File: src/rtl/shm_pkg.sv
package shm_pkg;

  // Operand format selector; the code values are part of the interface.
  typedef enum logic [1:0] {
    MODE_UNS     = 2'b00,
    MODE_SMAG    = 2'b01,
    MODE_TWOS    = 2'b10,
    MODE_UNS_ALT = 2'b11
  } shm_mode_e;

  typedef enum logic {
    ST_IDLE = 1'b0,
    ST_RUN  = 1'b1
  } shm_state_e;

endpackage

File: src/rtl/shm_rst_sync.sv
// Reset conditioner: asserts asynchronously, deasserts after STAGES clock edges.
module shm_rst_sync #(
  parameter int STAGES = 2
) (
  input  logic clk,
  input  logic rst_n,
  output logic rst_n_sync
);

  logic [STAGES-1:0] sync_q;
  logic [STAGES-1:0] sync_d;

  generate
    if (STAGES == 1) begin : g_single
      assign sync_d = 1'b1;
    end else begin : g_chain
      assign sync_d = {sync_q[STAGES-2:0], 1'b1};
    end
  endgenerate

  always_ff @(posedge clk or negedge rst_n) begin
    if (!rst_n) begin
      sync_q <= '0;
    end else begin
      sync_q <= sync_d;
    end
  end

  assign rst_n_sync = sync_q[STAGES-1];

endmodule

File: src/rtl/shm_ctrl.sv
// Sequencer: accepts a start, issues K step strobes, flags the last, pulses done.
module shm_ctrl
  import shm_pkg::*;
#(
  parameter int K = 8
) (
  input  logic clk,
  input  logic rst_n,
  input  logic start_i,
  output logic ready_o,
  output logic load_o,
  output logic step_o,
  output logic last_o,
  output logic done_o
);

  localparam int CW = (K > 2) ? $clog2(K) : 1;
  localparam logic [CW-1:0] LAST_IDX = CW'(K - 1);

  shm_state_e    state_q, state_d;
  logic [CW-1:0] cnt_q, cnt_d;
  logic          cnt_en;
  logic          done_q, done_d;
  logic          idle;

  // Next-state logic
  always_comb begin
    idle    = (state_q == ST_IDLE);
    load_o  = idle & start_i & rst_n;
    step_o  = (state_q == ST_RUN);
    last_o  = step_o & (cnt_q == LAST_IDX);
    state_d = state_q;
    cnt_d   = cnt_q;
    cnt_en  = load_o | step_o;
    if (load_o) begin
      state_d = ST_RUN;
      cnt_d   = '0;
    end else if (step_o) begin
      cnt_d = cnt_q + 1'b1;
      if (last_o) begin
        state_d = ST_IDLE;
      end
    end
    done_d = last_o;
  end

  // State registers
  always_ff @(posedge clk or negedge rst_n) begin
    if (!rst_n) begin
      state_q <= ST_IDLE;
      done_q  <= 1'b0;
    end else begin
      state_q <= state_d;
      done_q  <= done_d;
    end
  end

  always_ff @(posedge clk or negedge rst_n) begin
    if (!rst_n) begin
      cnt_q <= '0;
    end else if (cnt_en) begin
      cnt_q <= cnt_d;
    end
  end

  assign ready_o = idle & rst_n;
  assign done_o  = done_q;

endmodule

File: src/rtl/shm_operand_prep.sv
// Maps raw operands to the form the datapath consumes for the selected mode.
module shm_operand_prep
  import shm_pkg::*;
#(
  parameter int K = 8
) (
  input  logic [1:0]   mode_i,
  input  logic [K-1:0] mcand_i,
  input  logic [K-1:0] mplier_i,
  output logic [K-1:0] mcand_o,
  output logic [K-1:0] mplier_o,
  output logic         twos_o,
  output logic         smag_o,
  output logic         sign_o
);

  shm_mode_e mode;

  always_comb begin
    mode     = shm_mode_e'(mode_i);
    mcand_o  = mcand_i;
    mplier_o = mplier_i;
    twos_o   = 1'b0;
    smag_o   = 1'b0;
    sign_o   = 1'b0;
    unique case (mode)
      MODE_TWOS: begin
        twos_o = 1'b1;
      end
      MODE_SMAG: begin
        smag_o   = 1'b1;
        sign_o   = mcand_i[K-1] ^ mplier_i[K-1];
        mcand_o  = {1'b0, mcand_i[K-2:0]};
        mplier_o = {1'b0, mplier_i[K-2:0]};
      end
      default: begin
      end
    endcase
  end

endmodule

File: src/rtl/shm_datapath.sv
// Partial-product register with the right shift wired into its load path.
module shm_datapath #(
  parameter int K = 8
) (
  input  logic         clk,
  input  logic         rst_n,
  input  logic         load_i,
  input  logic         step_i,
  input  logic         last_i,
  input  logic [K-1:0] mcand_i,
  input  logic [K-1:0] mplier_i,
  input  logic         twos_i,
  input  logic         smag_i,
  input  logic         sign_i,
  output logic [2*K-1:0] product_o
);

  localparam int PW = 2 * K;

  logic [K-1:0] mc_q, mc_d;
  logic [K-1:0] hi_q, hi_d;
  logic [K-1:0] lo_q, lo_d;
  logic         twos_q, smag_q, sign_q;
  logic         pp_en, op_en;

  logic [K:0]   ext_hi, ext_mc, addend, sum;
  logic         sub, cin;

  // Adder plus folded shift
  always_comb begin
    ext_hi = {twos_q & hi_q[K-1], hi_q};
    ext_mc = {twos_q & mc_q[K-1], mc_q};
    sub    = twos_q & last_i;
    if (lo_q[0]) begin
      addend = sub ? ~ext_mc : ext_mc;
      cin    = sub;
    end else begin
      addend = '0;
      cin    = 1'b0;
    end
    sum = ext_hi + addend + {{K{1'b0}}, cin};

    op_en = load_i;
    pp_en = load_i | step_i;
    mc_d  = mcand_i;
    if (load_i) begin
      hi_d = '0;
      lo_d = mplier_i;
    end else begin
      hi_d = sum[K:1];
      lo_d = {sum[0], lo_q[K-1:1]};
    end
  end

  always_ff @(posedge clk or negedge rst_n) begin
    if (!rst_n) begin
      mc_q   <= '0;
      twos_q <= 1'b0;
      smag_q <= 1'b0;
      sign_q <= 1'b0;
    end else if (op_en) begin
      mc_q   <= mc_d;
      twos_q <= twos_i;
      smag_q <= smag_i;
      sign_q <= sign_i;
    end
  end

  always_ff @(posedge clk or negedge rst_n) begin
    if (!rst_n) begin
      hi_q <= '0;
      lo_q <= '0;
    end else if (pp_en) begin
      hi_q <= hi_d;
      lo_q <= lo_d;
    end
  end

  always_comb begin
    product_o = {hi_q, lo_q};
    if (smag_q) begin
      product_o[PW-1] = sign_q;
    end
  end

endmodule

File: src/rtl/shiftadd_multiplier.sv
module shiftadd_multiplier #(
  parameter int K = 8
) (
  input  logic           clk,
  input  logic           rst_n,
  input  logic           start_i,
  input  logic [1:0]     mode_i,
  input  logic [K-1:0]   mcand_i,
  input  logic [K-1:0]   mplier_i,
  output logic           ready_o,
  output logic           done_o,
  output logic [2*K-1:0] product_o
);

  logic         rst_n_int;
  logic         load, step, last;
  logic [K-1:0] prep_mc, prep_mp;
  logic         prep_twos, prep_smag, prep_sign;

  shm_rst_sync #(.STAGES(2)) u_rst (
    .clk        (clk),
    .rst_n      (rst_n),
    .rst_n_sync (rst_n_int)
  );

  shm_ctrl #(.K(K)) u_ctrl (
    .clk     (clk),
    .rst_n   (rst_n_int),
    .start_i (start_i),
    .ready_o (ready_o),
    .load_o  (load),
    .step_o  (step),
    .last_o  (last),
    .done_o  (done_o)
  );

  shm_operand_prep #(.K(K)) u_prep (
    .mode_i   (mode_i),
    .mcand_i  (mcand_i),
    .mplier_i (mplier_i),
    .mcand_o  (prep_mc),
    .mplier_o (prep_mp),
    .twos_o   (prep_twos),
    .smag_o   (prep_smag),
    .sign_o   (prep_sign)
  );

  shm_datapath #(.K(K)) u_dp (
    .clk       (clk),
    .rst_n     (rst_n_int),
    .load_i    (load),
    .step_i    (step),
    .last_i    (last),
    .mcand_i   (prep_mc),
    .mplier_i  (prep_mp),
    .twos_i    (prep_twos),
    .smag_i    (prep_smag),
    .sign_i    (prep_sign),
    .product_o (product_o)
  );

endmodule

File: config.mk
export PLATFORM = sky130hd
export DESIGN_NAME = shiftadd_multiplier
export DESIGN_NICKNAME = d
export VERILOG_FILES = /design/src/rtl/shm_pkg.sv /design/src/rtl/shm_rst_sync.sv /design/src/rtl/shm_ctrl.sv /design/src/rtl/shm_operand_prep.sv /design/src/rtl/shm_datapath.sv /design/src/rtl/shiftadd_multiplier.sv
export SDC_FILE = /design/constraint.sdc
export NUM_CORES = 1
export LEC_CHECK = 0
export BUFFER_PORTS_ARGS = -buffer_cell sky130_fd_sc_hd__buf_2
export CAP_MARGIN = 0
export CORE_UTILIZATION = 25
export DETAILED_ROUTE_END_ITERATION = 10
export GPL_TIMING_DRIVEN = 0
export PLACE_DENSITY_LB_ADDON = 0.15
export REMOVE_ABC_BUFFERS = 1
export SETUP_SLACK_MARGIN = 0.15
export SYNTH_ARGS = -nofsm -noshare
export SYNTH_HDL_FRONTEND = slang
export SYNTH_SLANG_ARGS = --single-unit
File: constraint.sdc
create_clock -name clk -period 1.8 [get_ports clk]
set_input_delay 0 -clock clk [delete_from_list [all_inputs] [get_ports clk]]
set_output_delay 0 -clock clk [all_outputs]
set_load 0.01 [all_outputs]
Yosys cells after proc, flatten, opt, wreduce, memory -nomap -nowiden
Cells that the tools add are included.
W data, S select, Z words.
{"block": "op_classes", "addsub": 3, "eq_ne": 3, "n_bitwise": 11, "reduce_logical": 2, "muxes": 16}
{"op": "$mux W8", "count": 4}
{"op": "$mux W9", "count": 2}
{"op": "$add A9 B1 Y9", "count": 1}
{"op": "$add A9 B9 Y9", "count": 1}
{"op": "$not A9 Y9", "count": 1}
{"op": "$mux W1", "count": 8}
{"op": "$and A1 B1 Y1", "count": 7}
{"op": "$mux W3", "count": 2}
{"op": "$add A3 B1 Y3 const B", "count": 1}
{"op": "$eq A3 B3 Y1 const B", "count": 1}
{"op": "$eq A2 B1 Y1 const B", "count": 1}
{"op": "$eq A2 B2 Y1 const B", "count": 1}
{"op": "$reduce_and A2 Y1", "count": 1}
{"op": "$reduce_bool A2 Y1", "count": 1}
{"op": "$not A1 Y1", "count": 1}
{"op": "$or A1 B1 Y1", "count": 1}
{"op": "$xor A1 B1 Y1", "count": 1}
{"block": "word_totals", "input_bits": 21, "regBits": 34, "wordCells": 45}

Logic depth before layout (Yosys ltp)
Gate-level depths: netlist of run 1.
{"block": "depth", "ltp_word": 8, "depth_mapped": 13, "depth_no_buf": 13}

Cells and area by module
A second synthesis of run 1 with hierarchy kept.
{"block": "unflattened", "hier_cells": 211, "hier_area_um2": 2135.8}
{"module": "shm_datapath", "n_inst": 1, "cells_per_inst": 168, "area_per_inst_um2": 1679.1}
{"module": "shm_ctrl", "n_inst": 1, "cells_per_inst": 19, "area_per_inst_um2": 246.5}
{"module": "shm_operand_prep", "n_inst": 1, "cells_per_inst": 21, "area_per_inst_um2": 156.4}
{"module": "shm_rst_sync", "n_inst": 1, "cells_per_inst": 3, "area_per_inst_um2": 53.8}

Worst setup path after synthesis of run 1
OpenSTA, ideal clock, no wires.
{"block": "synth_timing", "path_kind": "reg-to-reg", "from": "register u_ctrl.cnt_q[0]", "to": "register u_dp.hi_q[7]", "period_less_slack_ns": 2.801, "arrival_time_ns": 2.668, "path_slack_ns": -1.001, "required_time_ns": 1.667, "stages_incl_launch_ff": 14, "cell_sequence": "dfrtp_1 > ha_1 > ha_1 > and2_4 > nand2_2 > xnor2_1 > nand2_1 > fa_1 > fa_1 > inv_1 > a21o_1 > a211o_1 > o21a_1 > o211ai_2"}
{"block": "synth_via", "elab_chain_len": 8}
{"item": "from (decl)", "line_no": "shm_ctrl.sv:21", "source": "logic [CW-1:0] cnt_q, cnt_d;"}
{"item": "from (signal assigned)", "line_no": "shm_ctrl.sv:62", "source": "cnt_q <= cnt_d;"}
{"item": "$eq A3 B3 Y1 (*)", "line_no": "shm_ctrl.sv:31", "source": "last_o = step_o & (cnt_q == LAST_IDX);"}
{"item": "$and A1 B1 Y1 (*)", "line_no": "shm_ctrl.sv:31"}
{"item": "net last", "line_no": "shiftadd_multiplier.sv:16", "source": "logic load, step, last;"}
{"item": "$and A1 B1 Y1 (*)", "line_no": "shm_datapath.sv:33", "source": "sub = twos_q & last_i;"}
{"item": "$mux W9", "line_no": "shm_datapath.sv:35", "source": "addend = sub ? ~ext_mc : ext_mc;"}
{"item": "$mux W9", "line_no": "shm_datapath.sv:34", "source": "if (lo_q[0]) begin"}
{"item": "$add A9 B9 Y9", "line_no": "shm_datapath.sv:41", "source": "sum = ext_hi + addend + {{K{1'b0}}, cin};"}
{"item": "$add A9 B1 Y9 (*)", "line_no": "shm_datapath.sv:41"}
{"item": "$mux W8 (*)", "line_no": "shm_datapath.sv:46", "source": "if (load_i) begin"}
{"item": "to (signal assigned)", "line_no": "shm_datapath.sv:74", "source": "hi_q <= hi_d;"}
{"item": "to (decl)", "line_no": "shm_datapath.sv:21", "source": "logic [K-1:0] hi_q, hi_d;"}
The timed path passes the listed nets; every way through them passes the cells marked *.
A chain may end at the register's enable or synchronous reset.

Worst setup path in the final report of run 1
{"block": "layout_timing", "from": "register u_ctrl.cnt_q[0]", "to": "register u_dp.hi_q[6]"}
The elaborated chain is that of the path after synthesis.

==> results_dict.tcl, run 1 <==
set metrics [dict create \
    outcome "finished with violations" \
    violated_checks "setup timing" \
    final_nets 305 \
    route.detailed.drc 0 \
    timing_hold_violations_final 0 \
    final_area_um2 2710 \
    gpl_wtd_cong 0.766 \
    dieArea_um2 8070 \
    path_common_cell "ha_4" \
    powerDensity_nw_per_um2 1490 \
    numCtsBuffers 5 \
    yosys.area_share.simple_pct 21.8 \
    layout_worst_path_cycle_share_pct 160 \
    grtUsageTotal_pct 12.8 \
    regToRegSetupSlack_ns -1.08 \
    cts.root.buffer_cell "clkbuf_8" \
    critPathMaxFanout 4 \
    synth_async_sr_flop_share_pct 100 \
    yosysMostFrequentCell "nand2_1" \
    drt_first_iter_violations 42 \
    synth_xor_area_share_pct 5.45 \
    drt_first_pass_iters 4 \
    cts_max_level 2 \
    route.antenna.remaining_nets 0 \
    synth_sequential_area_ratio_pct 44.1 \
    timing.final.max_slew_violations 0 \
    avgSynthCellArea_um2 9.19 \
    buffer_ports.inserted 38 \
    synth_top_area_share_pct 44.1 \
    detail_route.wirelength_um 5090 \
    worst_r2r_endpoint "u_dp.hi_q[6]" \
    rsz_0062_raised_after_global_routing "true" \
    arrival_ns 3.06 \
    main_combinational_cell_family_by_area_after_synthesis "simple AND/OR/NAND/NOR gates" \
    numClockSinks 34 \
    hold_path.class "in2async" \
    power.ir.vdd_worst_mv 0.430 \
    core.rowCount 31 \
    diodes 0 \
    critPathLaunch "u_ctrl.cnt_q[0]" \
    period_needed_ns 2.88 \
    cp-start-kind "flip-flop" \
    synthCells 210 \
    number_of_antenna_violations_at_the_first_check_in_global_routing 0 \
    global_route_wire_length_before_repair_um 8070 \
    vias 1648 \
    synth_edf_count 0 \
    grt_start_max_net_pins 25 \
    globalRoute.totalOverflow 0 \
    synth.largest_area_cell "dfrtp_1" \
    crit_path_max_incr_delay_ns 0.39 \
    synth-compound-area-share_pct 13.2 \
    cap_violations 0 \
    cts-root-to-sink-buffers 2 \
    die_x_um 89.9 \
    synth_mux_area_share_pct 1.36 \
    detail_route.vias_per_cell 4.42 \
    r2r_cells 13 \
    yosys_warnings 0 \
    fmax_ghz 0.347 \
    design.core.area_um2 7370 \
    post-route-worst-setup-slack_ns -1.08 \
    post_route_cells_drive_above_1_share_pct 31.8 \
    avgRoutedWirePerCell_um 13.6 \
    timing.critical_path.required_ns 1.97 \
    synth.ff_latch_count 34 \
    grt_pass1_vias 1621 \
    dominantRegCellSynth "dfrtp_1" \
    critical_path_s_top_delay_family "simple AND/OR/NAND/NOR gates" \
    post_synth_num_cell_types 46 \
    floorplan.initialDensity_pct 26.2 \
    crit_path_top_delay_cell "dfrtp_1" \
    critical_path.cell_chain "ha_2 > ha_4 > and2_4 > nand2_8 > xor2_1 > nand2b_4 > inv_2 > ha_4 > nor2b_4 > o211ai_1 > a311oi_2 > or3_1 > a32o_1" \
    dp_hpwl_um 3060 \
    cts_tree "done" \
    synth_fa_ha_area_share_pct 7.91 \
    final.hold.worst_slack_ns 0.0124 \
    dieHeight_um 89.9 \
    netlist_area_um2 1930 \
    worstReg2RegStart "u_ctrl.cnt_q[0]" \
    area_growth_pct 40.5 \
    cp-end-kind "flip-flop" \
    placed_area_um2 2160 \
    setup.worst_path.class "reg2reg" \
    report.final.setup_viol 9 \
    netlist_top_cells_area "dfrtp_1, nand2_1, ha_1" \
    p_leak_uw 0.00131 \
    finClkSkew_ns 0.00911 \
    io_pins 39 \
    synth.cells.most_frequent "nand2_1, dfrtp_1, xnor2_1" \
    worst-path-buf-inv 1 \
    clock_insertion_delay_worst_skew_ns 0.29 \
    clk_pin_slew_ns 0.08 \
]
-- per-layer routing --
| metal | wire (µm) | global-route usage [%] |
|---|---|---|
| met2 | 2470 | 20.3 |
| met3 | 113 | 2.88 |
| met1 | 2430 | 17.1 |
| met5 | 0 | 0 |
| met4 | 78 | 4.44 |
-- flip-flops by register name (all words and copies together) (netlist names) --
signal	cells
u_ctrl.cnt_q	3
u_ctrl.done_o	1
u_ctrl.step_o	1
u_dp.hi_q	8
u_dp.lo_q	8
u_dp.mc_q	8
u_dp.sign_q	1
u_dp.smag_q	1
u_dp.twos_q	1
u_rst.sync_q	2
-- metrics by stage --
stage	utilization (%)	setup slack (ns)	power [µW]	TNS, ns	instances
floorplan	-	-1.01	2450	-15.43	195
global placement	29.3	-1.54	2940	-35.16	332
finish	36.8	-1.08	4040	-7.42	373
detailed placement	29.3	-1.53	2960	-24.00	332
CTS	35.9	-1.05	4000	-7.44	367
global route	36.8	-1.25	4360	-8.68	373
-- how the worst max path moves through the flow --
| stage | to | slack, ns | cells past startpoint |
|---|---|---|---|
| floorplan | u_dp.hi_q[7] | -1.01 | 13 |
| global placement | u_dp.hi_q[5] | -1.54 | 11 |
| detailed placement | u_dp.hi_q[5] | -1.53 | 11 |
| CTS | u_dp.hi_q[6] | -1.05 | 13 |
| global route | u_dp.hi_q[6] | -1.25 | 13 |
| finish | u_dp.hi_q[6] | -1.08 | 13 |
-- area by class of cell --
cell class	count	area, µm²
clock inverters	1	30.0
repair buffers	70	490
fillers	797	4660
inverters	8	30.0
flip-flops and latches	34	858
multi-input cells	154	1090
clock buffers	7	86.3
well taps	99	124
-- logic make-up (layout without fill, tap and decap cells) --
group                    after synthesis  after routing
AND/OR/NAND/NOR                       90             91
multiplexers                           2              2
adder cells (fa/ha/maj)               11             11
flip-flops                            34             34
XOR/XNOR                              12             12
AO/OA/AOI/OAI                         37             37
buffers and inverters                 23             86
other                                  1              1
-- placed cells by master (no fill, tap or decap), types with 2 or more instances in the layout --
cell / n
a32o_1: 2
inv_1: 7
ha_4: 4
buf_6: 2
and2_4: 2
nand2_1: 57
nand2b_1: 3
clkbuf_8: 6
o31ai_1: 2
a22oi_1: 7
a21oi_1: 3
ha_1: 4
nand3_1: 3
dlygate4sd3_1: 18
dfrtp_1: 32
o22ai_1: 3
xnor2_1: 11
and2_1: 6
buf_4: 11
or3_1: 2
dfrtp_4: 2
o21ai_0: 8
nor3_1: 2
buf_2: 38
fa_2: 2
and3_1: 3
-- where the power goes --
part,internal [µW],switching [µW]
clock,452,299
sequential,1100,392
combinational,924,870
total,2480,1560
-- worst reg2reg max path: cells and delay by family, from the launching register on --
kind,cells,cell delay (ns)
flip-flops,1,0.39
buffers and inverters,1,0.05
AO/OA/AOI/OAI,3,0.79
AND/OR/NAND/NOR,5,0.82
adder cells (fa/ha/maj),3,0.57
XOR/XNOR,1,0.14
-- repair_timing --
item                                    CTS  global route
hold buffers                             18             0
endpoints found under the hold margin    18             0
setup buffers                             9             5
endpoints found under the setup margin   32            18
cloned                                    0             1
pin swaps                                10            13
gates resized for setup                  25             5
Power figures use the tool's default switching activity.
==> run 2, diff against run 1 <==
--- a/config.mk
+++ b/config.mk
@@ -8,8 +8,11 @@
 export BUFFER_PORTS_ARGS = -buffer_cell sky130_fd_sc_hd__buf_2
 export CAP_MARGIN = 0
 export CORE_UTILIZATION = 25
+export CTS_CLUSTER_DIAMETER = 60
 export DETAILED_ROUTE_END_ITERATION = 10
 export GPL_TIMING_DRIVEN = 0
+export HOLD_SLACK_MARGIN = 0.12
+export MAX_ROUTING_LAYER = met4
 export PLACE_DENSITY_LB_ADDON = 0.15
 export REMOVE_ABC_BUFFERS = 1
 export SETUP_SLACK_MARGIN = 0.15
==> run 2 against run 1 <==
  * The flow still finishes with violations (setup timing)
  * Clock-buffer cell count unchanged
  * Flip-flop and latch count stayed put
  * Die area did not move
  * Setup slack improved by 0.0014 ns
  * Core utilization grew 0.27 points
  * Sequential share of layout area shrank 0.23 points
  * Sequential power about the same
  * Hold slack improved by 0.11 ns
  * Critical path depth did not move
  * Wire length is 0.57% higher
  * Via count is 0.97% higher
  * First-iteration DRC count increased by 4.8%
  * Largest power group unchanged
  * Highest routed layer unchanged
==> results_dict.tcl, run 2 (synthesized netlist as in run 1, its figures left out) <==
set metrics [dict create \
    buffer_ports.inserted 38 \
    outcome "finished with violations" \
    die_x_um 89.9 \
    global_route_wire_length_before_repair_um 8190 \
    drt_first_iter_violations 44 \
    route.antenna.remaining_nets 0 \
    clock_insertion_delay_worst_skew_ns 0.29 \
    numCtsBuffers 5 \
    vias 1664 \
    avgRoutedWirePerCell_um 13.6 \
    top_regs "u_dp.hi_q (8), u_dp.lo_q (8), u_dp.mc_q (8)" \
    r2r_cells 13 \
    layout.cells.most_common "nand2_1" \
    detail_route.vias_per_cell 4.44 \
    cts_tree "done" \
    post-route-worst-setup-slack_ns -1.08 \
    grt_start_max_net_pins 25 \
    timing.final.max_slew_violations 0 \
    final_nets 307 \
    number_of_antenna_violations_at_the_first_check_in_global_routing 0 \
    detail_route.wirelength_um 5120 \
    core.rowCount 31 \
    violated_checks "setup timing" \
    layout_common_cells "nand2_1, buf_2, dfrtp_1" \
    dieHeight_um 89.9 \
    final.hold.worst_slack_ns 0.124 \
    grt_pass1_vias 1647 \
    report.final.setup_viol 9 \
    diodes 0 \
    cp-start-kind "flip-flop" \
    layout_worst_path_cycle_share_pct 160 \
    regToRegSetupSlack_ns -1.08 \
    hold_path.class "reg2async" \
    rsz_0062_raised_after_global_routing "true" \
    finClkSkew_ns 0.00831 \
    cts_max_level 2 \
    critPathMaxFanout 4 \
    io_pins 39 \
    area_growth_pct 41.6 \
    powerDensity_nw_per_um2 1480 \
    dp_hpwl_um 3060 \
    cts.root.buffer_cell "clkbuf_8" \
    clk_pin_slew_ns 0.08 \
    design.core.area_um2 7370 \
    gpl_wtd_cong 0.776 \
    cap_violations 0 \
    arrival_ns 3.06 \
    worst_r2r_endpoint "u_dp.hi_q[6]" \
    worstReg2RegStart "u_ctrl.cnt_q[0]" \
    totalNegativeSetupSlack_ns -7.40 \
    cp-end-kind "flip-flop" \
    cts-root-to-sink-buffers 2 \
    timing.critical_path.required_ns 1.97 \
    dieArea_um2 8070 \
    fmax_ghz 0.347 \
    numClockSinks 34 \
    fillerInstances 799 \
    drt_first_pass_iters 4 \
    globalRoute.totalOverflow 0 \
    setup.worst_path.class "reg2reg" \
    post_route_cells_drive_above_1_share_pct 31.5 \
    timing_hold_violations_final 0 \
    grtUsageTotal_pct 13.3 \
    route.detailed.drc 0 \
    period_needed_ns 2.88 \
    p_leak_uw 0.00132 \
    floorplan.initialDensity_pct 26.2 \
    power.ir.vdd_worst_mv 0.430 \
]
[run 2: layout make-up]
cell class,count,area (µm²),area share (%)
clock buffer,7,86.3,3.16
clock inverter,1,30.0,1.10
inverter,8,30.0,1.10
multi-input combinational,154,1090,40.0
sequential,34,858,31.4
tap,99,124,4.54
timing repair buffer,72,510,18.7
[run 2: worst max-delay path: stages, from the launching register on]
cell and delay, ns:
dfrtp_1 0.39, ha_2 0.20, ha_4 0.16, and2_4 0.15
nand2_8 0.08, xor2_1 0.14, nand2b_4 0.14, inv_2 0.05
ha_4 0.21, nor2b_4 0.12, o211ai_1 0.36, a311oi_2 0.17
or3_1 0.33, a32o_1 0.25
[run 2: worst max path at each step]
stage,cells after the start,slack [ns],start,endpoint
floorplan,13,-1.01,u_ctrl.cnt_q[0],u_dp.hi_q[7]
global placement,11,-1.54,u_ctrl.step_o,u_dp.hi_q[5]
detailed placement,11,-1.53,u_ctrl.step_o,u_dp.hi_q[5]
global route,13,-1.25,u_ctrl.cnt_q[0],u_dp.hi_q[6]
finish,13,-1.08,u_ctrl.cnt_q[0],u_dp.hi_q[6]
CTS,13,-1.05,u_ctrl.cnt_q[1],u_dp.hi_q[6]
[run 2: what timing repair did]
action / 4_1_cts / 5_1_grt
hold buffers: 20 / 0
setup buffers: 9 / 5
setup endpoints to repair: 32 / 18
endpoints found under the hold margin: 21 / 0
gates resized for setup: 25 / 5
pin swaps: 10 / 13
gates cloned: 0 / 1
[run 2: layer usage]
layer / share of wire [%] / wire length (µm) / global-route usage (%)
met1: 47 / 2420 / 17.2
met2: 49 / 2530 / 20.6
met4: 1.5 / 76 / 4.44
met3: 1.9 / 95 / 2.88
met5: 0 / 0 / -
[run 2: power breakdown]
group	switching [µW]	internal (µW)	total, µW	leakage, µW
Sequential	393	1100	1490	0.000425
Combinational	873	927	1800	0.000834
Clock	297	452	749	0.0000585
Total	1560	2480	4040	0.00132
[run 2: stage by stage]
stage,setup slack [ns],cells,cell area [µm²],power (µW),util (%)
global placement,-1.54,332,2160,2940,29.3
finish,-1.08,375,2730,4040,37.1
detailed placement,-1.53,332,2160,2960,29.3
global route,-1.25,375,2730,4370,37.1
CTS,-1.05,369,2670,4000,36.2
floorplan,-1.01,195,1840,2450,-
==> run 3, diff against run 2 <==
--- a/config.mk
+++ b/config.mk
@@ -7,7 +7,7 @@
 export LEC_CHECK = 0
 export BUFFER_PORTS_ARGS = -buffer_cell sky130_fd_sc_hd__buf_2
 export CAP_MARGIN = 0
-export CORE_UTILIZATION = 25
+export CORE_UTILIZATION = 54
 export CTS_CLUSTER_DIAMETER = 60
 export DETAILED_ROUTE_END_ITERATION = 10
 export GPL_TIMING_DRIVEN = 0
==> run 3 against run 2 <==
  * The flow still finishes with violations (setup timing)
  * Critical endpoint unchanged
  * Critical path type unchanged
  * Clock power down 32%
  * Design area down 5.3%
  * Clock skew up 0.0017 ns
  * Largest cell class unchanged
==> results_dict.tcl, run 3 (synthesized netlist as in run 1, its figures left out) <==
set metrics [dict create \
    route.antenna.remaining_nets 0 \
    cts.root.buffer_cell "clkbuf_4" \
    hold_path.class "in2reg" \
    critical_path_s_top_delay_family "simple AND/OR/NAND/NOR gates" \
    critPathMaxFanout 4 \
    vias 1630 \
    finClkSkew_ns 0.0100 \
    rsz_0062_raised_after_global_routing "true" \
    layout.cells.most_common "nand2_1" \
    top_regs "u_dp.hi_q (8), u_dp.lo_q (8), u_dp.mc_q (8)" \
    grtUsageTotal_pct 25.4 \
    grt_use_met2_pct 41.9 \
    numClockSinks 34 \
    buffer_ports.inserted 38 \
    gpl_wtd_cong 0.870 \
    timing.final.max_slew_violations 0 \
    cts_tree "done" \
    holdPathEnd "u_ctrl.step_o" \
    design.core.area_um2 3390 \
    clk_pin_slew_ns 0.10 \
    powerDensity_nw_per_um2 1460 \
    cap_violations 0 \
    grt.met3_usage_pct 5.80 \
    post_route_cells_drive_above_1_share_pct 31.1 \
    layout_worst_path_cycle_share_pct 155 \
    crit_path_top_delay_cell "dfrtp_1" \
    totalNegativeSetupSlack_ns -7.06 \
    drt_first_pass_iters 4 \
    worst-path-buf-inv 1 \
    floorplan.initialDensity_pct 56.9 \
    numCtsBuffers 5 \
    avgRoutedWirePerCell_um 13.5 \
    fmax_ghz 0.358 \
    path_common_cell "ha_4" \
    post-route-worst-setup-slack_ns -0.990 \
    route.detailed.drc 0 \
    grt_pass1_vias 1523 \
    critical_path.cell_chain "ha_4 > ha_4 > and2_4 > nand2_8 > xor2_2 > nand2b_4 > inv_4 > ha_4 > nor2b_4 > o211ai_1 > a311oi_2 > or3_1 > a32o_1" \
    report.final.setup_viol 9 \
    regToRegSetupSlack_ns -0.99 \
    fillerInstances 217 \
    placed_area_um2 2090 \
    drt_first_iter_violations 51 \
    globalRoute.totalOverflow 0 \
    diodes 0 \
    violated_checks "setup timing" \
    grt_util_met1_pct 29.9 \
    outcome "finished with violations" \
    grt_start_max_net_pins 25 \
    arrival_ns 3.02 \
    global_route_wire_length_before_repair_um 6550 \
    core.rowCount 21 \
    cp-end-kind "flip-flop" \
    r2r_cells 13 \
    timing.critical_path.required_ns 2.03 \
    critPathLaunch "u_ctrl.cnt_q[0]" \
    number_of_antenna_violations_at_the_first_check_in_global_routing 0 \
    io_pins 39 \
    final_area_um2 2590 \
    final_nets 301 \
    detail_route.vias_per_cell 5.16 \
    period_needed_ns 2.79 \
    worstReg2RegStart "u_ctrl.cnt_q[0]" \
    die_x_um 61.8 \
    p_leak_uw 0.00127 \
    clock_insertion_delay_worst_skew_ns 0.34 \
    dieHeight_um 61.8 \
    busiest_layer "met2" \
    hp-start "start_i" \
    dieArea_um2 3820 \
    area_growth_pct 34.1 \
    detail_route.wirelength_um 4270 \
    power.ir.vdd_worst_mv 0.791 \
    cp-start-kind "flip-flop" \
    worst_r2r_endpoint "u_dp.hi_q[6]" \
    dp_hpwl_um 2550 \
    layout_common_cells "nand2_1, buf_2, dfrtp_1" \
    hold-path-cell-count 3 \
    cts-root-to-sink-buffers 2 \
    cts_max_level 2 \
    timing_hold_violations_final 0 \
    crit_path_max_incr_delay_ns 0.44 \
    setup.worst_path.class "reg2reg" \
]
[run 3: power breakdown]
part,internal (µW),leakage [µW],switching (µW),total [µW]
clock network,267,0.0000446,246,513
logic,892,0.000805,861,1750
registers,1100,0.000425,402,1500
[run 3: metrics by stage]
stage / instances / total power [µW] / hold slack [ns] / util, % / setup WS [ns]
4_1_cts: 314 / 3650 / 0.141 / 74.8 / -0.968
3_5_place_dp: 279 / 2920 / -0.207 / 61.7 / -1.40
6_report: 316 / 3770 / 0.159 / 76.3 / -0.990
5_1_grt: 316 / 4110 / 0.175 / 76.3 / -1.10
2_1_floorplan: 195 / 2450 / -0.296 / - / -1.01
3_3_place_gp: 279 / 2860 / -0.213 / 61.7 / -1.42
[run 3: tightest hold or removal path: stages]
cell and delay (ns):
buf_2 0.09, nand2_2 0.21, o21ai_0 0.15
[run 3: layer usage]
layer | wire, µm | up-vias
met5 | 0 | -
met4 | 65 | 0
met3 | 229 | 7
met2 | 2050 | 56
met1 | 1920 | 748
li1 | - | 819
[run 3: layout make-up]
class / count / area, µm² / share of cell area [%]
flip-flops and latches: 34 / 858 / 33.2
inverters: 8 / 32.5 / 1.26
well taps: 46 / 57.6 / 2.22
clock buffers: 8 / 78.8 / 3.05
repair buffers: 67 / 478 / 18.5
multi-input cells: 153 / 1080 / 41.8
[run 3: how the worst max path moves through the flow]
stage	end	slack [ns]	cells after the start
after CTS	u_dp.hi_q[6]	-0.97	13
after global placement	u_dp.hi_q[5]	-1.42	11
final	u_dp.hi_q[6]	-0.99	13
after detailed placement	u_dp.hi_q[5]	-1.40	11
after global routing	u_dp.hi_q[6]	-1.10	13
after floorplan	u_dp.hi_q[7]	-1.01	13
[run 3: what timing repair did]
| item | CTS | global route |
|---|---|---|
| buffers inserted | 7 | 2 |
| resized for setup | 20 | 9 |
| pin swaps | 11 | 12 |
| hold endpoints to repair | 21 | 0 |
| hold buffers | 20 | 0 |
| endpoints found under the setup margin | 32 | 26 |
